<file path="src/rtl/ancfmt_pkg.sv">
package ancfmt_pkg;

    localparam int WORD_W = 10;
    localparam int DC_W   = 8;
    localparam int POS_W  = DC_W + 1;
    localparam int SUM_W  = WORD_W - 1;
    localparam int HDR_WORDS = 6;

    typedef logic [WORD_W-1:0] word_t;
    typedef logic [DC_W-1:0]   count_t;
    typedef logic [POS_W-1:0]  pos_t;
    typedef logic [SUM_W-1:0]  sum_t;

    typedef enum logic [2:0] {
        FLD_FLAG0,
        FLD_FLAG1,
        FLD_ID,
        FLD_BLK,
        FLD_CNT,
        FLD_USER,
        FLD_CSUM
    } field_e;

    // 8-bit value with even parity in bit 8 and its inverse in bit 9
    function automatic word_t tag_byte(input logic [7:0] b);
        logic p;
        p = ^b;
        return {~p, p, b};
    endfunction

    function automatic word_t raw_word(input logic [8:0] v);
        return {1'b1, v};
    endfunction

    function automatic word_t sum_word(input sum_t s);
        return {~s[SUM_W-1], s};
    endfunction

endpackage

</file>
<file path="src/rtl/ancfmt_seq.sv">
module ancfmt_seq
    import ancfmt_pkg::*;
(
    input  logic   clk,
    input  logic   rst,
    input  logic   dc_load,
    input  count_t dc_in,
    input  logic   pkt_ready,
    output logic   busy_o,
    output logic   start_o,
    output logic   take_o,
    output field_e field_o,
    output count_t dc_o
);

    logic   busy;
    pos_t   pos;
    count_t dc;
    pos_t   last_pos;

    assign last_pos = pos_t'(dc) + pos_t'(HDR_WORDS);
    assign start_o  = !busy && pkt_ready;

    always_ff @(posedge clk) begin
        if (rst) begin
            busy <= 1'b0;
            pos  <= '0;
            dc   <= '0;
        end else begin
            if (!busy && dc_load)
                dc <= dc_in;
            if (start_o) begin
                busy <= 1'b1;
                pos  <= '0;
            end else if (busy) begin
                if (pos == last_pos)
                    busy <= 1'b0;
                pos <= pos + 1'b1;
            end
        end
    end

    always_comb begin
        case (pos)
            pos_t'(0):         field_o = FLD_FLAG0;
            pos_t'(1),
            pos_t'(2):         field_o = FLD_FLAG1;
            pos_t'(3):         field_o = FLD_ID;
            pos_t'(4):         field_o = FLD_BLK;
            pos_t'(5):         field_o = FLD_CNT;
            default:           field_o = (pos == last_pos) ? FLD_CSUM : FLD_USER;
        endcase
    end

    assign busy_o = busy;
    assign take_o = busy && (field_o == FLD_USER);
    assign dc_o   = dc;


    pos_bound_chk: assert property (@(posedge clk) disable iff (rst)
        busy |-> (pos <= last_pos));


    dc_hold_chk: assert property (@(posedge clk) disable iff (rst)
        (busy && $past(busy)) |-> $stable(dc));

endmodule

</file>
<file path="src/rtl/ancfmt_word.sv">
module ancfmt_word
    import ancfmt_pkg::*;
#(
    parameter logic [7:0] ID_VAL  = 8'h45,
    parameter logic [7:0] BLK_VAL = 8'h01
) (
    input  field_e field_i,
    input  word_t  din,
    input  logic   parity_mode,
    input  count_t dc,
    input  sum_t   sum,
    output word_t  word_o
);

    always_comb begin
        case (field_i)
            FLD_FLAG0: word_o = '0;
            FLD_FLAG1: word_o = '1;
            FLD_ID:    word_o = tag_byte(ID_VAL);
            FLD_BLK:   word_o = tag_byte(BLK_VAL);
            FLD_CNT:   word_o = tag_byte(8'(dc));
            FLD_USER:  word_o = parity_mode ? tag_byte(din[7:0]) : raw_word(din[8:0]);
            FLD_CSUM:  word_o = sum_word(sum);
            default:   word_o = '0;
        endcase
    end

endmodule

</file>
<file path="src/rtl/ancfmt_csum.sv">
module ancfmt_csum
    import ancfmt_pkg::*;
(
    input  logic clk,
    input  logic rst,
    input  logic clr,
    input  logic add,
    input  sum_t val,
    output sum_t sum_o
);

    always_ff @(posedge clk) begin
        if (rst || clr)
            sum_o <= '0;
        else if (add)
            sum_o <= sum_o + val;
    end


    csum_excl_chk: assert property (@(posedge clk) disable iff (rst)
        clr |-> !add);

endmodule

</file>
<file path="src/rtl/ancfmt_top.sv">
module ancfmt_top
    import ancfmt_pkg::*;
#(
    parameter logic [7:0] ID_VAL  = 8'h45,
    parameter logic [7:0] BLK_VAL = 8'h01
) (
    input  logic        clk,
    input  logic        rst,
    input  logic        dc_load,
    input  logic [9:0]  din,
    input  logic        pkt_ready,
    input  logic        parity_mode,
    output logic [9:0]  word_o,
    output logic        valid_o,
    output logic        empty_o,
    output logic        take_o
);

    logic   busy, start;
    field_e field;
    count_t dc;
    sum_t   sum;
    word_t  word_next;
    logic   sum_add;

    ancfmt_seq u_seq (
        .clk       (clk),
        .rst       (rst),
        .dc_load   (dc_load),
        .dc_in     (din[DC_W-1:0]),
        .pkt_ready (pkt_ready),
        .busy_o    (busy),
        .start_o   (start),
        .take_o    (take_o),
        .field_o   (field),
        .dc_o      (dc)
    );

    ancfmt_word #(.ID_VAL(ID_VAL), .BLK_VAL(BLK_VAL)) u_word (
        .field_i     (field),
        .din         (din),
        .parity_mode (parity_mode),
        .dc          (dc),
        .sum         (sum),
        .word_o      (word_next)
    );

    assign sum_add = busy && (field inside {FLD_ID, FLD_BLK, FLD_CNT, FLD_USER});

    ancfmt_csum u_csum (
        .clk   (clk),
        .rst   (rst),
        .clr   (start),
        .add   (sum_add),
        .val   (word_next[SUM_W-1:0]),
        .sum_o (sum)
    );

    always_ff @(posedge clk) begin
        if (rst) begin
            word_o  <= '0;
            valid_o <= 1'b0;
        end else begin
            valid_o <= busy;
            word_o  <= busy ? word_next : '0;
        end
    end

    assign empty_o = !busy && !valid_o;


    flag_first_chk: assert property (@(posedge clk) disable iff (rst)
        $fell(empty_o) |=> (valid_o && word_o == 10'h000));


    empty_rise_chk: assert property (@(posedge clk) disable iff (rst)
        $rose(empty_o) |-> $past(valid_o));

endmodule

</file>
<file path="config.mk">
export PLATFORM = sky130hd
export DESIGN_NAME = ancfmt_top
export DESIGN_NICKNAME = d
export VERILOG_FILES = /design/src/rtl/ancfmt_pkg.sv /design/src/rtl/ancfmt_seq.sv /design/src/rtl/ancfmt_word.sv /design/src/rtl/ancfmt_csum.sv /design/src/rtl/ancfmt_top.sv
export SDC_FILE = /design/constraint.sdc
export NUM_CORES = 1
export LEC_CHECK = 0
export ABC_AREA = 1
export ABC_CLOCK_PERIOD_IN_PS = 6600
export CAP_MARGIN = 20
export CORE_MARGIN = 1.5
export CORE_UTILIZATION = 47
export DETAILED_ROUTE_END_ITERATION = 10
export PLACE_DENSITY = 0.67
export SLEW_MARGIN = 20
export SYNTH_ARGS = -nofsm -noshare
export SYNTH_HDL_FRONTEND = slang
export SYNTH_HIERARCHICAL = 1
export SYNTH_SLANG_ARGS = --single-unit
export TNS_END_PERCENT = 30
</file>
<file path="constraint.sdc">
create_clock -name clk -period 6.6 [get_ports clk]
set_input_delay 1.65 -clock clk [delete_from_list [all_inputs] [get_ports clk]]
set_output_delay 1.65 -clock clk [all_outputs]
set_load 0.02 [all_outputs]
</file>
==> impl_summary.txt <==
----------------------------------------------------
[STA]
  Worst clock skew ... 0.00671 ns
  Final worst path period share ... 0.632
  Max-slew headroom ... 0.327
  Max frequency ... 0.240 GHz
  Unrepaired setup endpoints after global routing ... false
  Total setup violations reported at the end of the flow ... 0
  Max-slew violations ... 0
  Slew of the pin with the lowest slew margin ... 1.01 ns
  Final hold violation count ... 0
  Min Clock Period, post-route ... 4.17 ns
  Post-route setup TNS ... 0 ns

[Synthesis]
  Netlist area before placement ... 2990 µm²
  Yosys warnings ... 6
  Number of synthesized register bits ... 38
  Mean instance size in the synthesized netlist ... 6.16 µm²
  Synth unique cells ... 37
  Mapped Nets ... 515
  Part of the Yosys area used for sequential elements ... 0.254
  Mapped Cells ... 486

[Global routing]
  Met1 GRT Util ... 0.286
  Top Usage Layer GRT ... met2
  Number of global-route vias before repair ... 2718
  Largest net degree at the start of global routing ... 17
  Met2 Use GR ... 0.350
  Total congestion overflow ... 0
  M3 GR Usage ... 0.0338
  Aggregate global-route resource usage ... 0.207
  Antenna violations before repair ... 0
  First-pass GRT wire length ... 12.0 mm

[Power and ir drop]
  PD cells ... 183 nW/µm²
  Cell internal power dissipation ... 0.416 mW
  Combinational power share ... 0.282
  Switching Share ... 0.329
  Worst VDD drop ... 0.113 mV
  Sw Pwr ... 0.204 mW
  Reported leakage power ... 1.66 nW
  Part of the power in the clock network ... 0.313
  Register share of total power ... 0.405

[Cells and area]
  Most common cell after layout, fill and taps aside ... sky130_fd_sc_hd__nand2_1
  Area growth from synthesis to layout ... 13.0%
  Final Cell Area ... 3380 µm²
  Share of post-route cells with drive strength above 1 ... 0.110
  Commonest cells after routing, fill and taps aside ... sky130_fd_sc_hd__nand2_1, sky130_fd_sc_hd__inv_1, sky130_fd_sc_hd__nor2_1
  Total inserted antenna cells ... 0
  Final core area utilization ... 0.561
  # nets final ... 539

[Clock network]
  Clock root buffer ... sky130_fd_sc_hd__clkbuf_8
  Maximum number of buffers from clock root to sink ... 2
  Count of cells resized by post-cts repair ... 0
  Skew-Pair Late Insertion Delay ... 0.29 ns
  Post-CTS setup buffer count ... 0
  Number of buffers added by the clock tree synthesis step ... 5
  Number of levels the H-tree was split into ... 2
  CTS Hold Bufs ... 0
  Clock tree from TritonCTS ... built
  Register clock-pin slew on the reported worst setup and hold paths ... 0.08 ns
  Number of clock sinks ... 38

[Critical path]
  Crit path launch type ... register
  Arrival time of data at the critical path endpoint ... 2.52 ns
  Classification of the worst setup path ... register to output pin
  Worst Path Required ... 4.95 ns
  CP max FO ... 5
  Kind of end point of the critical path ... output pin

[Job]
  Max-Cap Viols ... 0

[Place]
  Placer Congestion ... 0.895
  Estimated wirelength of the detail-placed design ... 5.32 mm
  Number of I/O port buffers ... 26
  Cell Area, Placed ... 3270 µm²

[Route]
  First drt pass iteration count ... 5
  Antenna Violating Nets Remaining ... 0
  First-iteration detailed-routing DRC count ... 176
  Routed wire length ... 6.68 mm
  Average routed wire per standard cell ... 11.4 µm
  Vias ... 2896
  Drt via density ... 4.94
  DRC violations left ... 0

[Hold path]
  Type of the most critical hold path ... register to register

[Floorplan]
  Die Area ... 6860 µm²
  Chip Width ... 82.8 µm
  Top-level port count ... 28
  Placeable Area ... 6030 µm²
  Vertical extent of the die ... 82.8 µm
  Initial Utilization ... 0.497
  Cell Rows ... 28

[Outcome]
  Status ... finished, final reports clean

----------------------------------------------------
## critical path, stage by stage (launching register included)
cell and delay, ns:
sky130_fd_sc_hd__dfxtp_1 0.47, sky130_fd_sc_hd__inv_2 0.10, sky130_fd_sc_hd__ha_1 0.23, sky130_fd_sc_hd__inv_1 0.10
sky130_fd_sc_hd__nand2_1 0.07, sky130_fd_sc_hd__o21ai_0 0.16, sky130_fd_sc_hd__nand2_1 0.08, sky130_fd_sc_hd__nand2_2 0.10
sky130_fd_sc_hd__inv_1 0.05, sky130_fd_sc_hd__nand4_1 0.09, sky130_fd_sc_hd__nand2_1 0.05, sky130_fd_sc_hd__nor2_1 0.11
sky130_fd_sc_hd__clkdlybuf4s50_1 0.62
## metrics by stage
step / std cells / hold slack [ns] / total power, mW / worst slack [ns]
after floorplan: 486 / 0.453 / 0.386 / 3.37
after global placement: 578 / 0.470 / 0.426 / 2.74
after detailed placement: 578 / 0.486 / 0.430 / 2.73
after CTS: 586 / 0.498 / 0.626 / 2.40
after global routing: 586 / 0.532 / 0.664 / 2.22
final: 586 / 0.501 / 0.620 / 2.43
## synth_stat cells, drive strengths merged
| master | n | area share |
|---|---|---|
| nand4 | 3 | 0.0084 |
| a211oi | 6 | 0.015 |
| ha | 13 | 0.054 |
| a21o | 1 | 0.0025 |
| a21boi | 1 | 0.0025 |
| a221oi | 2 | 0.0059 |
| o2111ai | 6 | 0.018 |
| nand3b | 3 | 0.0075 |
| inv | 86 | 0.11 |
| nor3 | 3 | 0.0088 |
| buf | 8 | 0.023 |
| fa | 1 | 0.0067 |
| clkbuf | 1 | 0.0013 |
| o21ai | 8 | 0.013 |
| xnor2 | 7 | 0.020 |
| o21a | 1 | 0.0025 |
| or2 | 5 | 0.011 |
| nor2 | 73 | 0.11 |
| a21oi | 14 | 0.025 |
| dfxtp | 38 | 0.25 |
| nor3b | 1 | 0.0025 |
| nand3 | 31 | 0.059 |
| nand2 | 167 | 0.22 |
| xor2 | 7 | 0.020 |
## final cells by class
class                           instances  area [µm²]
Inverter                               86         323
Fill cell                             625        2640
Multi-Input combinational cell        353        1840
Sequential cell                        38         761
Clock inverter                          3        40.0
Clock buffer                            5        68.8
Tap cell                               75        93.8
Timing Repair Buffer                   26         260
## worst paths after layout
kind                    from         endpoint  slack, ns  cells after the start
max            u_seq/dc_o[1]           take_o       2.43                     12
min          u_csum/sum_o[0]  u_csum/sum_o[0]       0.50                      2
max reg2reg    u_seq/dc_o[1]  u_csum/sum_o[8]       3.00                     26
min reg2reg  u_csum/sum_o[0]  u_csum/sum_o[0]       0.50                      2
## flip-flops by register name, summed over array words and instances (netlist names)
| name | flops |
|---|---|
| u_seq/dc_o | 8 |
| u_seq/busy_o | 1 |
| word_o | 10 |
| u_seq/pos | 9 |
| u_csum/sum_o | 9 |
| valid_o | 1 |
## cells by family (layout without fill, tap and decap cells)
family	Yosys count	in the layout	synth area share
AOI/OAI and AO/OA	39	39	0.0840
xor gates and xnor gates	14	14	0.0410
and+or+nand+nor	286	286	0.427
buffers and inverters	95	120	0.133
adders and majority gates	14	14	0.0610
DFF	38	38	0.254
## power groups by stage
stage | logic (mW) | clock network, mW | registers (mW)
2_1_floorplan | 0.131 | 0 | 0.255
3_3_place_gp | 0.170 | 0 | 0.256
3_5_place_dp | 0.174 | 0 | 0.257
4_1_cts | 0.175 | 0.200 | 0.251
5_1_grt | 0.200 | 0.210 | 0.253
6_report | 0.175 | 0.194 | 0.251
## routing by layer
layer	wire length [µm]	vias to the layer above
li1	-	1547
met1	3270	1279
met2	3010	66
met3	365	4
met4	38	0
met5	0	-
Power figures use the tool's default switching activity.
